## src/rtl/fpc_pkg.sv

```systemverilog
package fpc_pkg;
  typedef enum logic [1:0] {
    MODE_PRESC  = 2'd0,
    MODE_DELAY  = 2'd1,
    MODE_IMMED  = 2'd2,
    MODE_DELAY2 = 2'd3
  } fpc_mode_e;

  localparam int EDGE_RISE_BIT = 0;
  localparam int EDGE_FALL_BIT = 1;
endpackage

```

## src/rtl/fpc_sync.sv

```systemverilog
module fpc_sync #(
  parameter int WIDTH = 4
) (
  input  logic             clk,
  input  logic             rst_n,
  input  logic [WIDTH-1:0] async_in,
  output logic [WIDTH-1:0] sync_out
);
  logic [WIDTH-1:0] stage1_q;
  logic [WIDTH-1:0] stage2_q;

  always_ff @(posedge clk) begin
    if (!rst_n) begin
      stage1_q <= '0;
      stage2_q <= '0;
    end else begin
      stage1_q <= async_in;
      stage2_q <= stage1_q;
    end
  end

  assign sync_out = stage2_q;
endmodule

```

## src/rtl/fpc_src_mux.sv

```systemverilog
module fpc_src_mux #(
  parameter int NUM_PORTS = 4,
  parameter int NUM_EN    = 4,
  parameter int SRC_W     = 3,
  parameter int CKS_W     = 3
) (
  input  logic [NUM_PORTS-1:0] port_sync,
  input  logic                 mclk_src,
  input  logic                 cascade_in,
  input  logic [NUM_EN-1:0]    en_vec,
  input  logic [SRC_W-1:0]     src_sel,
  input  logic [CKS_W-1:0]     ck_sel,
  output logic                 din,
  output logic                 tick
);
  localparam logic [SRC_W-1:0] SEL_MCLK = SRC_W'(NUM_PORTS);
  localparam logic [SRC_W-1:0] SEL_CASC = SRC_W'(NUM_PORTS + 1);

  always_comb begin
    din = 1'b0;
    for (int k = 0; k < NUM_PORTS; k++) begin
      if (src_sel == SRC_W'(k)) din = port_sync[k];
    end
    if (src_sel == SEL_MCLK) din = mclk_src;
    if (src_sel == SEL_CASC) din = cascade_in;
  end

  always_comb begin
    tick = 1'b1;
    for (int k = 0; k < NUM_EN; k++) begin
      if (ck_sel == CKS_W'(k + 1)) tick = en_vec[k];
    end
  end
endmodule

```

## src/rtl/fpc_cell.sv

```systemverilog
module fpc_cell
  import fpc_pkg::*;
#(
  parameter int CNT_W = 16
) (
  input  logic             clk,
  input  logic             rst_n,
  input  logic [1:0]       mode,
  input  logic [1:0]       edge_sel,
  input  logic [CNT_W-1:0] limit,
  input  logic             din,
  input  logic             tick,
  output logic             out_lvl,
  output logic             rise_stb,
  output logic             fall_stb
);
  logic             din_q;
  logic [CNT_W-1:0] cnt_q, cnt_d;
  logic             out_q, out_d;
  logic             hold_q, hold_d;
  logic             rise_q, fall_q;
  logic [CNT_W:0]   cnt_inc;
  logic             reached;
  logic             edge_hit;
  fpc_mode_e        mode_e;

  assign mode_e  = fpc_mode_e'(mode);
  assign cnt_inc = {1'b0, cnt_q} + (CNT_W+1)'(1);
  assign reached = cnt_inc >= {1'b0, limit};

  always_comb begin
    edge_hit = tick & ((edge_sel[EDGE_RISE_BIT] & din & ~din_q) |
                       (edge_sel[EDGE_FALL_BIT] & ~din & din_q));
  end

  always_comb begin
    out_d  = out_q;
    cnt_d  = cnt_q;
    hold_d = hold_q;
    case (mode_e)
      MODE_PRESC: begin
        out_d  = 1'b0;
        hold_d = 1'b0;
        if (edge_hit) begin
          if (reached) begin
            out_d = 1'b1;
            cnt_d = '0;
          end else begin
            cnt_d = cnt_inc[CNT_W-1:0];
          end
        end
      end
      MODE_IMMED: begin
        if (tick) begin
          if (hold_q) begin
            if (reached) begin
              hold_d = 1'b0;
              cnt_d  = '0;
            end else begin
              cnt_d = cnt_inc[CNT_W-1:0];
            end
          end else if (din != out_q) begin
            out_d  = ~out_q;
            hold_d = 1'b1;
            cnt_d  = '0;
          end
        end
      end
      default: begin
        hold_d = 1'b0;
        if (tick) begin
          if (din != out_q) begin
            if (reached) begin
              out_d = ~out_q;
              cnt_d = '0;
            end else begin
              cnt_d = cnt_inc[CNT_W-1:0];
            end
          end else begin
            cnt_d = '0;
          end
        end
      end
    endcase
  end

  always_ff @(posedge clk) begin
    if (!rst_n) begin
      din_q  <= 1'b0;
      cnt_q  <= '0;
      out_q  <= 1'b0;
      hold_q <= 1'b0;
      rise_q <= 1'b0;
      fall_q <= 1'b0;
    end else begin
      if (tick) din_q <= din;
      cnt_q  <= cnt_d;
      out_q  <= out_d;
      hold_q <= hold_d;
      rise_q <= out_d & ~out_q;
      fall_q <= ~out_d & out_q;
    end
  end

  assign out_lvl  = out_q;
  assign rise_stb = rise_q;
  assign fall_stb = fall_q;
endmodule

```

## src/rtl/fpc_array.sv

```systemverilog
module fpc_array #(
  parameter int NUM_CELLS = 6,
  parameter int NUM_PORTS = 4,
  parameter int NUM_EN    = 4,
  parameter int CNT_W     = 16,
  parameter int SRC_W     = $clog2(NUM_PORTS + 2),
  parameter int CKS_W     = $clog2(NUM_EN + 1)
) (
  input  logic                       clk,
  input  logic                       rst_n,
  input  logic [NUM_PORTS-1:0]       port_in,
  input  logic [NUM_EN-1:0]          clk_en_in,
  input  logic [2*NUM_CELLS-1:0]     cfg_mode,
  input  logic [2*NUM_CELLS-1:0]     cfg_edge,
  input  logic [SRC_W*NUM_CELLS-1:0] cfg_src,
  input  logic [CKS_W*NUM_CELLS-1:0] cfg_clksel,
  input  logic [CNT_W*NUM_CELLS-1:0] cfg_limit,
  output logic [NUM_CELLS-1:0]       cell_out,
  output logic [NUM_CELLS-1:0]       cell_rise,
  output logic [NUM_CELLS-1:0]       cell_fall
);
  logic [NUM_PORTS-1:0] port_sync;
  logic                 mclk_tgl_q;

  fpc_sync #(.WIDTH(NUM_PORTS)) sync_i (
    .clk     (clk),
    .rst_n   (rst_n),
    .async_in(port_in),
    .sync_out(port_sync)
  );

  always_ff @(posedge clk) begin
    if (!rst_n) mclk_tgl_q <= 1'b0;
    else        mclk_tgl_q <= ~mclk_tgl_q;
  end

  for (genvar n = 0; n < NUM_CELLS; n++) begin : g_cell
    logic casc;
    logic din;
    logic tick;

    if (n == 0) begin : g_head
      assign casc = 1'b0;
    end else begin : g_link
      assign casc = cell_out[n-1];
    end

    fpc_src_mux #(
      .NUM_PORTS(NUM_PORTS),
      .NUM_EN   (NUM_EN),
      .SRC_W    (SRC_W),
      .CKS_W    (CKS_W)
    ) mux_i (
      .port_sync (port_sync),
      .mclk_src  (mclk_tgl_q),
      .cascade_in(casc),
      .en_vec    (clk_en_in),
      .src_sel   (cfg_src[n*SRC_W +: SRC_W]),
      .ck_sel    (cfg_clksel[n*CKS_W +: CKS_W]),
      .din       (din),
      .tick      (tick)
    );

    fpc_cell #(.CNT_W(CNT_W)) cell_i (
      .clk     (clk),
      .rst_n   (rst_n),
      .mode    (cfg_mode[n*2 +: 2]),
      .edge_sel(cfg_edge[n*2 +: 2]),
      .limit   (cfg_limit[n*CNT_W +: CNT_W]),
      .din     (din),
      .tick    (tick),
      .out_lvl (cell_out[n]),
      .rise_stb(cell_rise[n]),
      .fall_stb(cell_fall[n])
    );
  end
endmodule

```

## config.mk

```make
export PLATFORM = sky130hd
export DESIGN_NAME = fpc_array
export DESIGN_NICKNAME = d
export VERILOG_FILES = /design/src/rtl/fpc_pkg.sv /design/src/rtl/fpc_sync.sv /design/src/rtl/fpc_src_mux.sv /design/src/rtl/fpc_cell.sv /design/src/rtl/fpc_array.sv
export SDC_FILE = /design/constraint.sdc
export NUM_CORES = 1
export LEC_CHECK = 0
export BUFFER_PORTS_ARGS = -buffer_cell sky130_fd_sc_hd__buf_2
export CAP_MARGIN = 15
export CORE_UTILIZATION = 36
export CTS_BUF_LIST = sky130_fd_sc_hd__clkbuf_4 sky130_fd_sc_hd__clkbuf_8
export DETAILED_ROUTE_END_ITERATION = 6
export GPL_ROUTABILITY_DRIVEN = 1
export GPL_TIMING_DRIVEN = 0
export HOLD_SLACK_MARGIN = 0.12
export PLACE_DENSITY_LB_ADDON = 0.05
export SYNTH_ARGS = -nofsm -noshare
export SYNTH_HDL_FRONTEND = slang
export SYNTH_SLANG_ARGS = --single-unit
```

## constraint.sdc

```tcl
create_clock -name clk -period 3.87 [get_ports clk]
set_input_delay 0.387 -clock clk [delete_from_list [all_inputs] [get_ports clk]]
set_output_delay 0.387 -clock clk [all_outputs]
set_load 0.02 [all_outputs]
```

==> out/results.ini <==
[sta]
worstMarginPinSlew_ns = 0.848
layout_setup_ws_ns = 0.229
fin_skew_ns = 0.0254
fin_crit_sh = 0.941
hold_viol_final = 0
rsz0062_at_grt = true
setup_violations = 0
maxSlewHeadroom = 0.434
slew_viol_final = 0
fin_crit_ns = 3.64
fmax_ghz = 0.275

[grt]
antenna_found_initial = 8
track_usage = 0.196
grt_pass1_vias = 8863
gr-total-overflow = 0
grt_pass1_wl_mm = 45.2
grt_max_degree = 17

[floorplanning]
io_pins = 184
rows = 61
die-width_um = 171
die_h_um = 171
die-area_um2 = 29400
core_um2 = 28000
initial_core_util = 0.369

[logic_synthesis]
synth_edf_count = 0
synth_async_sr_flop_share = 0
yosysWarnings = 0
synth.yosys.seq_area_share = 0.261
syn_nets = 1527
synth.avg_cell_area_um2 = 8.21
yosys_most_used_dff = dfxtp_1
synthesis.area_um2 = 10300
syn-instance-count = 1259
synth_seq_cells = 135
ys_types = 83

[cts]
clk_path_buf_depth = 2
numClockSinks = 135
clkTransAtPathRegs_ns = 0.09
cts_hold_buf = 0
cts_root_buf = clkbuf_8
worst_skew_pair.late_latency_ns = 0.45
cts_tree = yes
cts_buffers = 17
htreeDepth = 4

[place]
place_area_um2 = 11700
detailed_place_hpwl_mm = 22.2
dp_slack_ns = -0.666
io_buffers = 182
dp_cells = 1819
place_congestion = 0.829

[drt]
drt-total-wl_mm = 28.3
vias = 9520
firstDrtPassIters = 5
drc = 0
wl_per_cell_um = 15.2
ant_nets = 0
drt_iter0_drc = 453
detail_route.vias_per_cell = 5.10

[finish]
final_cell_mix = buf_2 (191), dfxtp_1 (128), inv_1 (125), nand2_1 (104), ha_1 (98)
syn_to_final_growth_pct = 19.5
nets = 1738
fin_area_um2 = 12400
finalNonFillerCells = 1866
final_common_cell = buf_2
drive_gt1_frac = 0.235

[critical_path]
worst-r2r-setup-slack_ns = 0.23
startpoint_type = register
path_buf_inv = 0
max_stage_delay_ns = 0.40
crit_fanout = 5
r2r_end = g_cell[1].cell_i.out_lvl
crit_chain = ha_2 -> and4_1 -> and4_2 -> and3_1 -> xor2_2 -> ha_1 -> a211oi_1 -> o21ai_0 -> a221o_1 -> a221oi_4 -> or2_2 -> o221ai_1 -> o21a_1
critPathKind = register to register
cp.arrival_ns = 3.98
timing.rr.start = g_cell[1].cell_i.cnt_q[1]
cp_data_required_time_ns = 4.21
end_kind = register
critical-path-top-delay-family = compound AO/OA/AOI/OAI gates
reg2reg_depth = 13
critPathSlowestCell = dfxtp_1

[hold_path]
holdCritPathClass = primary input to register
min_from = port_in[3]
hold_end = sync_i.stage1_q[3]
whs_path_depth = 2

[power]
vdd_drop_max_v = 0.000174
p_leak_nw = 5.95
power_density_nw_per_um2 = 248

[run_status]
status = finished clean

[job]
drv_cap = 0

## Yosys cell counts (27+ instances only)
cell type | count | area, um^2
a22o_1 | 32 | 280
dfxtp_1 | 135 | 2700
clkbuf_1 | 30 | 113
inv_1 | 126 | 473
nand2_1 | 104 | 390
o21ai_0 | 61 | 305
xnor2_1 | 57 | 499
a21oi_1 | 27 | 135
nand3_1 | 53 | 265
ha_1 | 102 | 1280
nor3_1 | 28 | 140
nor2_1 | 75 | 282
## sequential cells by signal, summed over array words and instances (netlist names)
signal	flops
g_cell.cell_i.cnt_q	96
g_cell.cell_i.din_q	6
g_cell.cell_i.fall_stb	6
g_cell.cell_i.hold_q	6
g_cell.cell_i.out_lvl	6
g_cell.cell_i.rise_stb	6
sync_i.stage1_q	4
sync_i.sync_out	4
mclk_tgl_q	1
## layer usage
metal | routed length, um | share of wire | up-vias | GRT usage
met4 | 169 | 0.0060 | 4 | 0.0369
met2 | 12700 | 0.45 | 194 | 0.318
met3 | 1640 | 0.058 | 13 | 0.0476
met5 | 25 | 0.00088 | - | 0
met1 | 13800 | 0.49 | 4342 | 0.262
li1 | - | - | 4967 | -
## how the worst max path moves through the flow
stage	to	from	cells past startpoint	slack, ns
CTS	g_cell[2].cell_i.fall_stb	g_cell[2].cell_i.cnt_q[0]	13	0.02
global placement	g_cell[4].cell_i.cnt_q[8]	g_cell[4].cell_i.cnt_q[2]	14	-0.63
detailed placement	g_cell[4].cell_i.cnt_q[1]	g_cell[4].cell_i.cnt_q[2]	14	-0.67
floorplan	g_cell[4].cell_i.cnt_q[10]	g_cell[4].cell_i.cnt_q[2]	14	0.28
finish	g_cell[1].cell_i.out_lvl	g_cell[1].cell_i.cnt_q[1]	13	0.23
global route	g_cell[2].cell_i.fall_stb	g_cell[2].cell_i.cnt_q[2]	13	-0.008
## logic make-up after synthesis
family,share of synthesized area
adder cells (fa/ha/maj),0.123
AO/OA/AOI/OAI,0.212
buffers and inverters,0.0765
flip-flops,0.261
AND/OR/NAND/NOR,0.223
multiplexers,0.0345
XOR/XNOR,0.0695
## layout make-up
cell class | count | area, um^2
multi-input cells | 939 | 7000
fillers | 2928 | 15700
flip-flops and latches | 135 | 2710
clock inverters | 13 | 100
repair buffers | 194 | 1000
inverters | 126 | 477
diodes | 5 | 12.5
plain buffers | 57 | 323
clock buffers | 19 | 255
well taps | 378 | 473
## per-stage QoR
stage          hold WS, ns  utilization  setup TNS, ns  power [mW]
4_1_cts              0.130        0.435              0        3.11
3_5_place_dp         0.424        0.419         -23.41        2.00
6_report             0.166        0.441              0        3.07
2_1_floorplan        0.412            -              0        1.78
3_3_place_gp         0.421        0.419         -24.54        2.00
5_1_grt              0.133        0.441        -0.0163        3.25
## repair_timing
item | CTS | global route
setup endpoints to repair | 69 | 107
pin swaps | 1 | 6
resized for setup | 20 | 35
buffers inserted | 3 | 9
## where the power goes
group	internal [mW]	total [mW]	switching, mW
Sequential	1.41	1.44	0.0258
Clock	0.472	1.09	0.618
Combinational	0.235	0.542	0.307
Total	2.12	3.07	0.950
(Power assumes the default switching activity.)
